<file path="src/rtl/vfdl_pkg.sv">
package vfdl_pkg;

  typedef enum logic [2:0] {
    ST_IDLE   = 3'd0,
    ST_LEAD   = 3'd1,
    ST_SETUP  = 3'd2,
    ST_HIGH   = 3'd3,
    ST_GAP    = 3'd4,
    ST_STROBE = 3'd5,
    ST_TAIL   = 3'd6
  } seq_state_e;

  // Whole system cycles covering a minimum time, never fewer than one.
  function automatic int ns_to_cycles(input int min_ns, input int clk_ns);
    int c;
    c = (min_ns + clk_ns - 1) / clk_ns;
    return (c < 1) ? 1 : c;
  endfunction

  function automatic int max2(input int a, input int b);
    return (a > b) ? a : b;
  endfunction

endpackage

</file>
<file path="src/rtl/vfdl_phase_timer.sv">
module vfdl_phase_timer #(
  parameter int TW = 4
) (
  input  logic          clk,
  input  logic          rst_n,
  input  logic          load,
  input  logic [TW-1:0] load_val,
  output logic          expired
);

  logic [TW-1:0] cnt_q;

  always_ff @(posedge clk) begin
    if (!rst_n)             cnt_q <= '0;
    else if (load)          cnt_q <= load_val;
    else if (cnt_q != '0)   cnt_q <= cnt_q - 1'b1;
  end

  assign expired = (cnt_q == '0);

  // a reload sets the remaining phase length to the requested count
  assert_timer_reload_R7: assert property (@(posedge clk) disable iff (!rst_n)
    load |=> (cnt_q == $past(load_val)));

endmodule

</file>
<file path="src/rtl/vfdl_frame_shifter.sv">
module vfdl_frame_shifter #(
  parameter int FW = 32
) (
  input  logic          clk,
  input  logic          rst_n,
  input  logic          load,
  input  logic [FW-1:0] load_word,
  input  logic          advance,
  output logic          ser_bit
);

  logic [FW-1:0] sr_q;

  always_ff @(posedge clk) begin
    if (!rst_n)        sr_q <= '0;
    else if (load)     sr_q <= load_word;
    else if (advance)  sr_q <= {sr_q[FW-2:0], 1'b0};
  end

  // the highest-numbered bit leaves first
  assign ser_bit = sr_q[FW-1];

  // after a load the serial line presents the top word bit
  assert_first_bit_top_R2: assert property (@(posedge clk) disable iff (!rst_n)
    load |=> (ser_bit == $past(load_word[FW-1])));

endmodule

</file>
<file path="src/rtl/vfdl_sequencer.sv">
module vfdl_sequencer
  import vfdl_pkg::*;
#(
  parameter int FW      = 32,
  parameter int TW      = 4,
  parameter int SETUP_C = 1,
  parameter int HIGH_C  = 1,
  parameter int GAP_C   = 1,
  parameter int STB_C   = 1
) (
  input  logic          clk,
  input  logic          rst_n,
  input  logic          frame_valid,
  input  logic          auto_blank,
  input  logic          tmr_expired,
  input  logic          ser_bit,
  output logic          tmr_load,
  output logic [TW-1:0] tmr_val,
  output logic          shf_load,
  output logic          shf_adv,
  output logic          frame_ready,
  output logic          busy,
  output logic          done,
  output logic          drv_clk,
  output logic          drv_latch,
  output logic          drv_blank
);

  localparam int BW = $clog2(FW + 1);
  localparam logic [BW-1:0] LAST_BIT = BW'(FW - 1);
  localparam logic [TW-1:0] SETUP_V = TW'(SETUP_C - 1);
  localparam logic [TW-1:0] HIGH_V  = TW'(HIGH_C - 1);
  localparam logic [TW-1:0] GAP_V   = TW'(GAP_C - 1);
  localparam logic [TW-1:0] STB_V   = TW'(STB_C - 1);

  seq_state_e    state_q, state_n;
  logic [BW-1:0] bit_q, bit_n;
  logic          auto_q, clk_q, latch_q, blank_q, done_q;
  logic          accept;

  assign accept      = (state_q == ST_IDLE) && frame_valid;
  assign frame_ready = (state_q == ST_IDLE);
  assign busy        = (state_q != ST_IDLE);

  always_comb begin
    state_n  = state_q;
    bit_n    = bit_q;
    tmr_load = 1'b0;
    tmr_val  = '0;
    shf_load = 1'b0;
    shf_adv  = 1'b0;
    unique case (state_q)
      ST_IDLE: if (frame_valid) begin
        shf_load = 1'b1;
        bit_n    = '0;
        tmr_load = 1'b1;
        tmr_val  = SETUP_V;
        state_n  = auto_blank ? ST_LEAD : ST_SETUP;
      end
      ST_LEAD: begin
        tmr_load = 1'b1;
        tmr_val  = SETUP_V;
        state_n  = ST_SETUP;
      end
      ST_SETUP: if (tmr_expired) begin
        tmr_load = 1'b1;
        tmr_val  = HIGH_V;
        state_n  = ST_HIGH;
      end
      ST_HIGH: if (tmr_expired) begin
        shf_adv  = 1'b1;
        tmr_load = 1'b1;
        if (bit_q == LAST_BIT) begin
          tmr_val = GAP_V;
          state_n = ST_GAP;
        end else begin
          tmr_val = SETUP_V;
          bit_n   = bit_q + 1'b1;
          state_n = ST_SETUP;
        end
      end
      ST_GAP: if (tmr_expired) begin
        tmr_load = 1'b1;
        tmr_val  = STB_V;
        state_n  = ST_STROBE;
      end
      ST_STROBE: if (tmr_expired) state_n = ST_TAIL;
      ST_TAIL:   state_n = ST_IDLE;
      default:   state_n = ST_IDLE;
    endcase
  end

  always_ff @(posedge clk) begin
    if (!rst_n) begin
      state_q <= ST_IDLE;
      bit_q   <= '0;
      auto_q  <= 1'b0;
      clk_q   <= 1'b0;
      latch_q <= 1'b0;
      blank_q <= 1'b0;
      done_q  <= 1'b0;
    end else begin
      state_q <= state_n;
      bit_q   <= bit_n;
      clk_q   <= (state_n == ST_HIGH);
      latch_q <= (state_n == ST_STROBE);
      done_q  <= (state_n == ST_TAIL);
      if (accept) begin
        auto_q  <= auto_blank;
        blank_q <= auto_blank;
      end else if (state_q == ST_TAIL) begin
        blank_q <= 1'b0;
      end
    end
  end

  assign drv_clk   = clk_q;
  assign drv_latch = latch_q;
  assign drv_blank = blank_q;
  assign done      = done_q;

  // an accepted frame always starts a sequence on the next cycle
  assert_accept_starts_R1: assert property (@(posedge clk) disable iff (!rst_n)
    (frame_valid && frame_ready) |=> busy);

  // the serial line does not move on the cycle the shift clock rises
  assert_data_steady_at_rise_R3: assert property (@(posedge clk) disable iff (!rst_n)
    $rose(drv_clk) |-> $stable(ser_bit));

  // shift clock and latch never overlap
  assert_clk_latch_apart_R5: assert property (@(posedge clk) disable iff (!rst_n)
    !(drv_clk && drv_latch));

  // with blanking selected, the latch pulse happens while blanked
  assert_blank_over_latch_R8: assert property (@(posedge clk) disable iff (!rst_n)
    (drv_latch && auto_q) |-> drv_blank);

  // without blanking selected, the blank line stays low
  assert_no_blank_manual_R9: assert property (@(posedge clk) disable iff (!rst_n)
    (busy && !auto_q) |-> !drv_blank);

  // done directly follows the end of the latch pulse
  assert_done_after_latch_R10: assert property (@(posedge clk) disable iff (!rst_n)
    done |-> ($past(drv_latch) && !drv_latch && busy));

endmodule

</file>
<file path="src/rtl/vfd_chain_loader.sv">
module vfd_chain_loader
  import vfdl_pkg::*;
#(
  parameter int N_DEV        = 1,
  parameter int DEV_BITS     = 32,
  parameter int SYS_CLK_NS   = 20,
  parameter int MIN_SETUP_NS = 25,
  parameter int MIN_HOLD_NS  = 25,
  parameter int MIN_CLKHI_NS = 50,
  parameter int MIN_C2L_NS   = 100,
  parameter int MIN_LATCH_NS = 50,
  localparam int FRAME_W     = N_DEV * DEV_BITS
) (
  input  logic               clk,
  input  logic               rst_n,
  input  logic               auto_blank,
  input  logic               frame_valid,
  output logic               frame_ready,
  input  logic [FRAME_W-1:0] frame_word,
  output logic               busy,
  output logic               done,
  output logic               drv_data,
  output logic               drv_clk,
  output logic               drv_latch,
  output logic               drv_blank
);

  localparam int SETUP_C = ns_to_cycles(MIN_SETUP_NS, SYS_CLK_NS);
  localparam int HIGH_C  = max2(ns_to_cycles(MIN_CLKHI_NS, SYS_CLK_NS),
                                ns_to_cycles(MIN_HOLD_NS, SYS_CLK_NS));
  localparam int GAP_C   = ns_to_cycles(MIN_C2L_NS, SYS_CLK_NS);
  localparam int STB_C   = ns_to_cycles(MIN_LATCH_NS, SYS_CLK_NS);
  localparam int MAX_C   = max2(max2(SETUP_C, HIGH_C), max2(GAP_C, STB_C));
  localparam int TW      = $clog2(MAX_C + 1);

  logic          tmr_load, tmr_expired, shf_load, shf_adv, ser_bit;
  logic [TW-1:0] tmr_val;

  vfdl_phase_timer #(.TW(TW)) u_timer (
    .clk      (clk),
    .rst_n    (rst_n),
    .load     (tmr_load),
    .load_val (tmr_val),
    .expired  (tmr_expired)
  );

  vfdl_frame_shifter #(.FW(FRAME_W)) u_shifter (
    .clk       (clk),
    .rst_n     (rst_n),
    .load      (shf_load),
    .load_word (frame_word),
    .advance   (shf_adv),
    .ser_bit   (ser_bit)
  );

  vfdl_sequencer #(
    .FW(FRAME_W), .TW(TW), .SETUP_C(SETUP_C), .HIGH_C(HIGH_C),
    .GAP_C(GAP_C), .STB_C(STB_C)
  ) u_seq (
    .clk         (clk),
    .rst_n       (rst_n),
    .frame_valid (frame_valid),
    .auto_blank  (auto_blank),
    .tmr_expired (tmr_expired),
    .ser_bit     (ser_bit),
    .tmr_load    (tmr_load),
    .tmr_val     (tmr_val),
    .shf_load    (shf_load),
    .shf_adv     (shf_adv),
    .frame_ready (frame_ready),
    .busy        (busy),
    .done        (done),
    .drv_clk     (drv_clk),
    .drv_latch   (drv_latch),
    .drv_blank   (drv_blank)
  );

  assign drv_data = ser_bit;

endmodule

</file>
<file path="config.mk">
export PLATFORM = sky130hd
export DESIGN_NAME = vfd_chain_loader
export DESIGN_NICKNAME = d
export VERILOG_FILES = /design/src/rtl/vfdl_pkg.sv /design/src/rtl/vfdl_phase_timer.sv /design/src/rtl/vfdl_frame_shifter.sv /design/src/rtl/vfdl_sequencer.sv /design/src/rtl/vfd_chain_loader.sv
export SDC_FILE = /design/constraint.sdc
export NUM_CORES = 1
export LEC_CHECK = 0
export BUFFER_PORTS_ARGS = -buffer_cell sky130_fd_sc_hd__buf_2
export CAP_MARGIN = 0
export CORE_MARGIN = 2
export CORE_UTILIZATION = 45
export CTS_BUF_LIST = sky130_fd_sc_hd__clkbuf_8
export DETAILED_ROUTE_END_ITERATION = 10
export PLACE_DENSITY = 0.7
export SLEW_MARGIN = 20
export SYNTH_ARGS = -nofsm -noshare
export SYNTH_HDL_FRONTEND = slang
export SYNTH_SLANG_ARGS = --single-unit
</file>
<file path="constraint.sdc">
create_clock -name clk -period 3.2 [get_ports clk]
set_clock_uncertainty 0.1 [all_clocks]
set_input_delay 0.16 -clock clk [delete_from_list [all_inputs] [get_ports clk]]
set_output_delay 0.16 -clock clk [all_outputs]
set_load 0.05 [all_outputs]
</file>
# Yosys cells after proc, flatten, opt, wreduce, memory -nomap -nowiden
# Index checks and enable logic that the tools add are counted.
# word_totals
ff_bits	48
input_bits	36
# classes
n_addsub	2
n_eq_ne	13
n_mux	28
reduce_logical	12
# op_table
operator	count
$mux W32	2
$mux W3	10
$mux W6	3
$pmux W3 S6	1
$eq A3 B3 Y1 const B	5
$pmux W3 S4	1
$pmux W6 S2	1
$eq A3 B2 Y1 const B	3
$reduce_bool A2 Y1	4
$mux W1	7
$add A6 B1 Y6 const B	1
$eq A6 B5 Y1 const B	1
$logic_not A3 Y1	2
$ne A2 B2 Y1 const B	3
$reduce_bool A3 Y1	2
$mux W2	2
$reduce_and A4 Y1	1
$eq A3 B1 Y1 const B	1
$pmux W1 S3	1
$reduce_or A3 Y1	1
$sub A3 B1 Y3 const B	1
$reduce_or A2 Y1	1
$logic_and A1 B1 Y1	1

# Longest topological paths before layout
# depth
depth_word	5
mapped_depth	9

# Hierarchy
# From an unflattened synthesis, not the netlist that was laid out.
# hier_totals
hier_cells	254
hier_area_um2	2702.6
# by_module_without_submodules
mod	n_inst	cells_per_inst	area_each_um2
vfdl_frame_shifter	1	141	1724.2
vfdl_sequencer	1	91	773.2
vfdl_phase_timer	1	22	205.2

# Worst setup path after synthesis
# Ideal clock, no wire load.
# synth_timing
path_type	register -> register
start	register u_seq.state_q[0]
end	register u_shifter.sr_q[8]
arrival_ns	1.875
setup_slack_ns	1.150
path_stages_with_launch	7
path_buffers	1
path_cell_list	dfxtp_1 buf_2 or3_1 inv_1 and2_1 a22oi_1 a21boi_0
# synth_between
elab_chain_len	3
word_cells_on_any_way	6
# synth_lines
element	line_no	rtl
start, declared	vfdl_sequencer.sv:36	seq_state_e state_q, state_n;
start signal, assigned	vfdl_sequencer.sv:103	state_q <= state_n;
$logic_not A3 Y1 *	-	
named net frame_ready	vfd_chain_loader.sv:18	output logic frame_ready,
$mux W1 *	vfdl_sequencer.sv:52	unique case (state_q)
$mux W32 or $reduce_bool A2 Y1 (tied branches)	-	
end signal, assigned	vfdl_frame_shifter.sv:16	else if (load) sr_q <= load_word;
end signal, assigned	vfdl_frame_shifter.sv:17	else if (advance) sr_q <= {sr_q[FW-2:0], 1'b0};
end, declared	vfdl_frame_shifter.sv:12	logic [FW-1:0] sr_q;
# The timed path passes the listed nets; every way through them passes the cells marked *.
# A chain may end at the register's enable or synchronous reset.

# Worst setup path after layout
# layout_timing
start	register u_seq.state_q[1]
end	register u_shifter.sr_q[13]
# layout_between
elab_chain_len	3
word_cells_on_any_way	6
# layout_lines
element	line_no
$eq A3 B2 Y1 or $logic_not A3 Y1 (tied branches)	vfdl_sequencer.sv:52
$mux W1	vfdl_sequencer.sv:52
$reduce_bool A2 Y1 (no line) or $mux W32 (tied branches)	-
# Parallel ways exist; a longest one is shown, timed or not.

==> impl_metrics.tcl <==
set metrics [dict create \
    dpl.cell_count 373 \
    hpwl_um 2920 \
    final_common_cell "nand2_1" \
    grt_pass1_vias 1768 \
    critPathKind "reg2reg" \
    die_w_um 75.8 \
    clkTransAtPathRegs_ns 0.09 \
    vias 2053 \
    wl_met2_um 2230 \
    fillers 473 \
    routed_wl_um 4850 \
    syn_area_um2 2320 \
    final_cell_mix "nand2_1, dfxtp_1, buf_2" \
    hold_ws_ns 0.00324 \
    tightest_slew_ns 0.769 \
    drv_slew 0 \
    nNetsFinal 372 \
    hold_viol 0 \
    synth-seq-area-share_pct 41.5 \
    fin_cells 404 \
    period_minus_slack_ns 2.36 \
    crit_required_ns 3.31 \
    start_util_pct 46.0 \
    outcome "finished, final reports clean" \
    synthFlopType "dfxtp_1" \
    max_freq_ghz 0.423 \
    hold_class "in2reg" \
    yosys-top-cells-area "dfxtp_1, o211a_1, nand2_1" \
    end_kind "register" \
    setup-tns-final_ns 0 \
    syn_to_final_growth_pct 23.0 \
    highest_layer "met4" \
    place_congestion 0.813 \
    cts-root-buf "clkbuf_8" \
    ys_types 39 \
    setup_viol 0 \
    die_area_um2 5740 \
    relSlewSlack_pct 48.7 \
    fin_util_pct 56.5 \
    rsz0062_at_grt "false" \
    cts_tree "built" \
    via_per_inst 5.08 \
    p_per_area_nw_per_um2 507 \
    synth_cells 280 \
    drtPass1Iterations 5 \
    multi_input_area_um2 1190 \
    drc 0 \
    ys_ff_latch 48 \
    fin_ws_ns 0.836 \
    synth_top_area_share_pct 41.5 \
    seq_area_um2 961 \
    syn_nets 319 \
    coreArea_um2 5040 \
    synthArstFlopShare_pct 0 \
    wl_met1_um 2430 \
    start_kind "register" \
    rows 26 \
    clock_latency_ns 0.30 \
    clock-sinks 48 \
    grt_remaining_overflow 0 \
    grt_pass1_wl_um 7900 \
    synth.avg_cell_area_um2 8.28 \
    die_y_um 75.8 \
    crit_fanout 40 \
    cts_buffers 5 \
    cts-resized-gates 0 \
    maxCapViolations 0 \
    grtUsageTotal_pct 17.7 \
    synth_edf_count 0 \
    ctsLongestPathBuffers 2 \
    wl_met3_um 161 \
    peakVddDrop_uv 333 \
    drt_iter0_drc 132 \
    wire_per_inst_um 12.0 \
    htreeDepth 2 \
    fin_crit_sh_pct 73.9 \
    synth_warnings 0 \
    ios 43 \
    synth_top_area_cell "dfxtp_1" \
    drive_above_1_share_pct 16.5 \
    io_buffers 42 \
    antenna_cells 0 \
    arrival_ns 2.47 \
    place_ws_ns 0.865 \
    grt_antenna_before_repair 0 \
    leakagePower_nw 1.39 \
    grt_max_degree 43 \
    antenna_left 0 \
]
[registers in the layout, summed over array words and instances (netlist names)]
signal,count
u_seq.drv_latch,1
u_timer.cnt_q,3
u_seq.drv_blank,1
u_seq.state_q,3
u_seq.done,1
u_seq.drv_clk,1
u_shifter.sr_q,32
u_seq.bit_q,6
[cell usage after synthesis (3+ instances only)]
| master | number |
|---|---|
| a21oi_1 | 5 |
| and2_1 | 3 |
| buf_2 | 7 |
| or3_1 | 3 |
| nand3_1 | 38 |
| o211ai_1 | 3 |
| ha_1 | 3 |
| inv_1 | 8 |
| o21ai_0 | 7 |
| dfxtp_1 | 48 |
| o211a_1 | 30 |
| nor2_1 | 6 |
| buf_6 | 5 |
| clkbuf_1 | 10 |
| a21boi_0 | 7 |
| nand2_1 | 68 |
[metrics by stage]
step | cell area [um^2] | total power, mW
after floorplan | 2320 | 0.949
after global placement | 2510 | 0.995
after detailed placement | 2510 | 1.00
after CTS | 2840 | 1.46
after global routing | 2850 | 1.53
final | 2850 | 1.45
[critical path: stages (launching register included)]
cell and delay [ns]:
dfxtp_1 0.46, or4b_2 1.10, buf_4 0.37, o211a_1 0.22
[repair_timing]
| action | 4_1_cts | 5_1_grt |
|---|---|---|
| endpoints found under the hold margin | 22 | 1 |
| setup buffers | 0 | 0 |
| hold buffers | 22 | 1 |
[final cells by class]
class | count | share of cell area [%]
tap | 70 | 3.07
multi-input combinational | 201 | 41.7
timing repair buffer | 69 | 16.5
clock buffer | 5 | 2.41
sequential | 48 | 33.7
clock inverter | 3 | 1.49
inverter | 8 | 1.05
[routing by layer]
| layer | global-route usage (%) | vias to the layer above |
|---|---|---|
| li1 | - | 1091 |
| met1 | 23.9 | 918 |
| met2 | 28.3 | 42 |
| met3 | 4.10 | 2 |
| met4 | 5.26 | 0 |
| met5 | 0 | - |
[report_power, final]
group,internal [mW],switching (mW)
registers,0.657,0.0381
clock network,0.231,0.202
logic,0.142,0.174
[path summary, 6_finish.rpt]
kind | from | end | slack, ns | cells past startpoint
max | u_seq.state_q[1] | u_shifter.sr_q[13] | 0.84 | 3
min | frame_word[20] | u_shifter.sr_q[20] | 0.003 | 2
min reg2reg | u_shifter.sr_q[8] | u_shifter.sr_q[8] | 0.38 | 2
max reg2reg | u_seq.state_q[1] | u_shifter.sr_q[13] | 0.84 | 3
[kinds of logic after synthesis]
kind of cell               Yosys count  share of synthesized area, %
buffers and inverters               31                          7.18
DFF                                 48                          41.5
AOI/OAI and AO/OA                   64                          22.8
xor gates and xnor gates             4                          1.51
and+or+nand+nor                    130                          25.4
adders and majority gates            3                          1.62
Power figures use the tool's default switching activity.
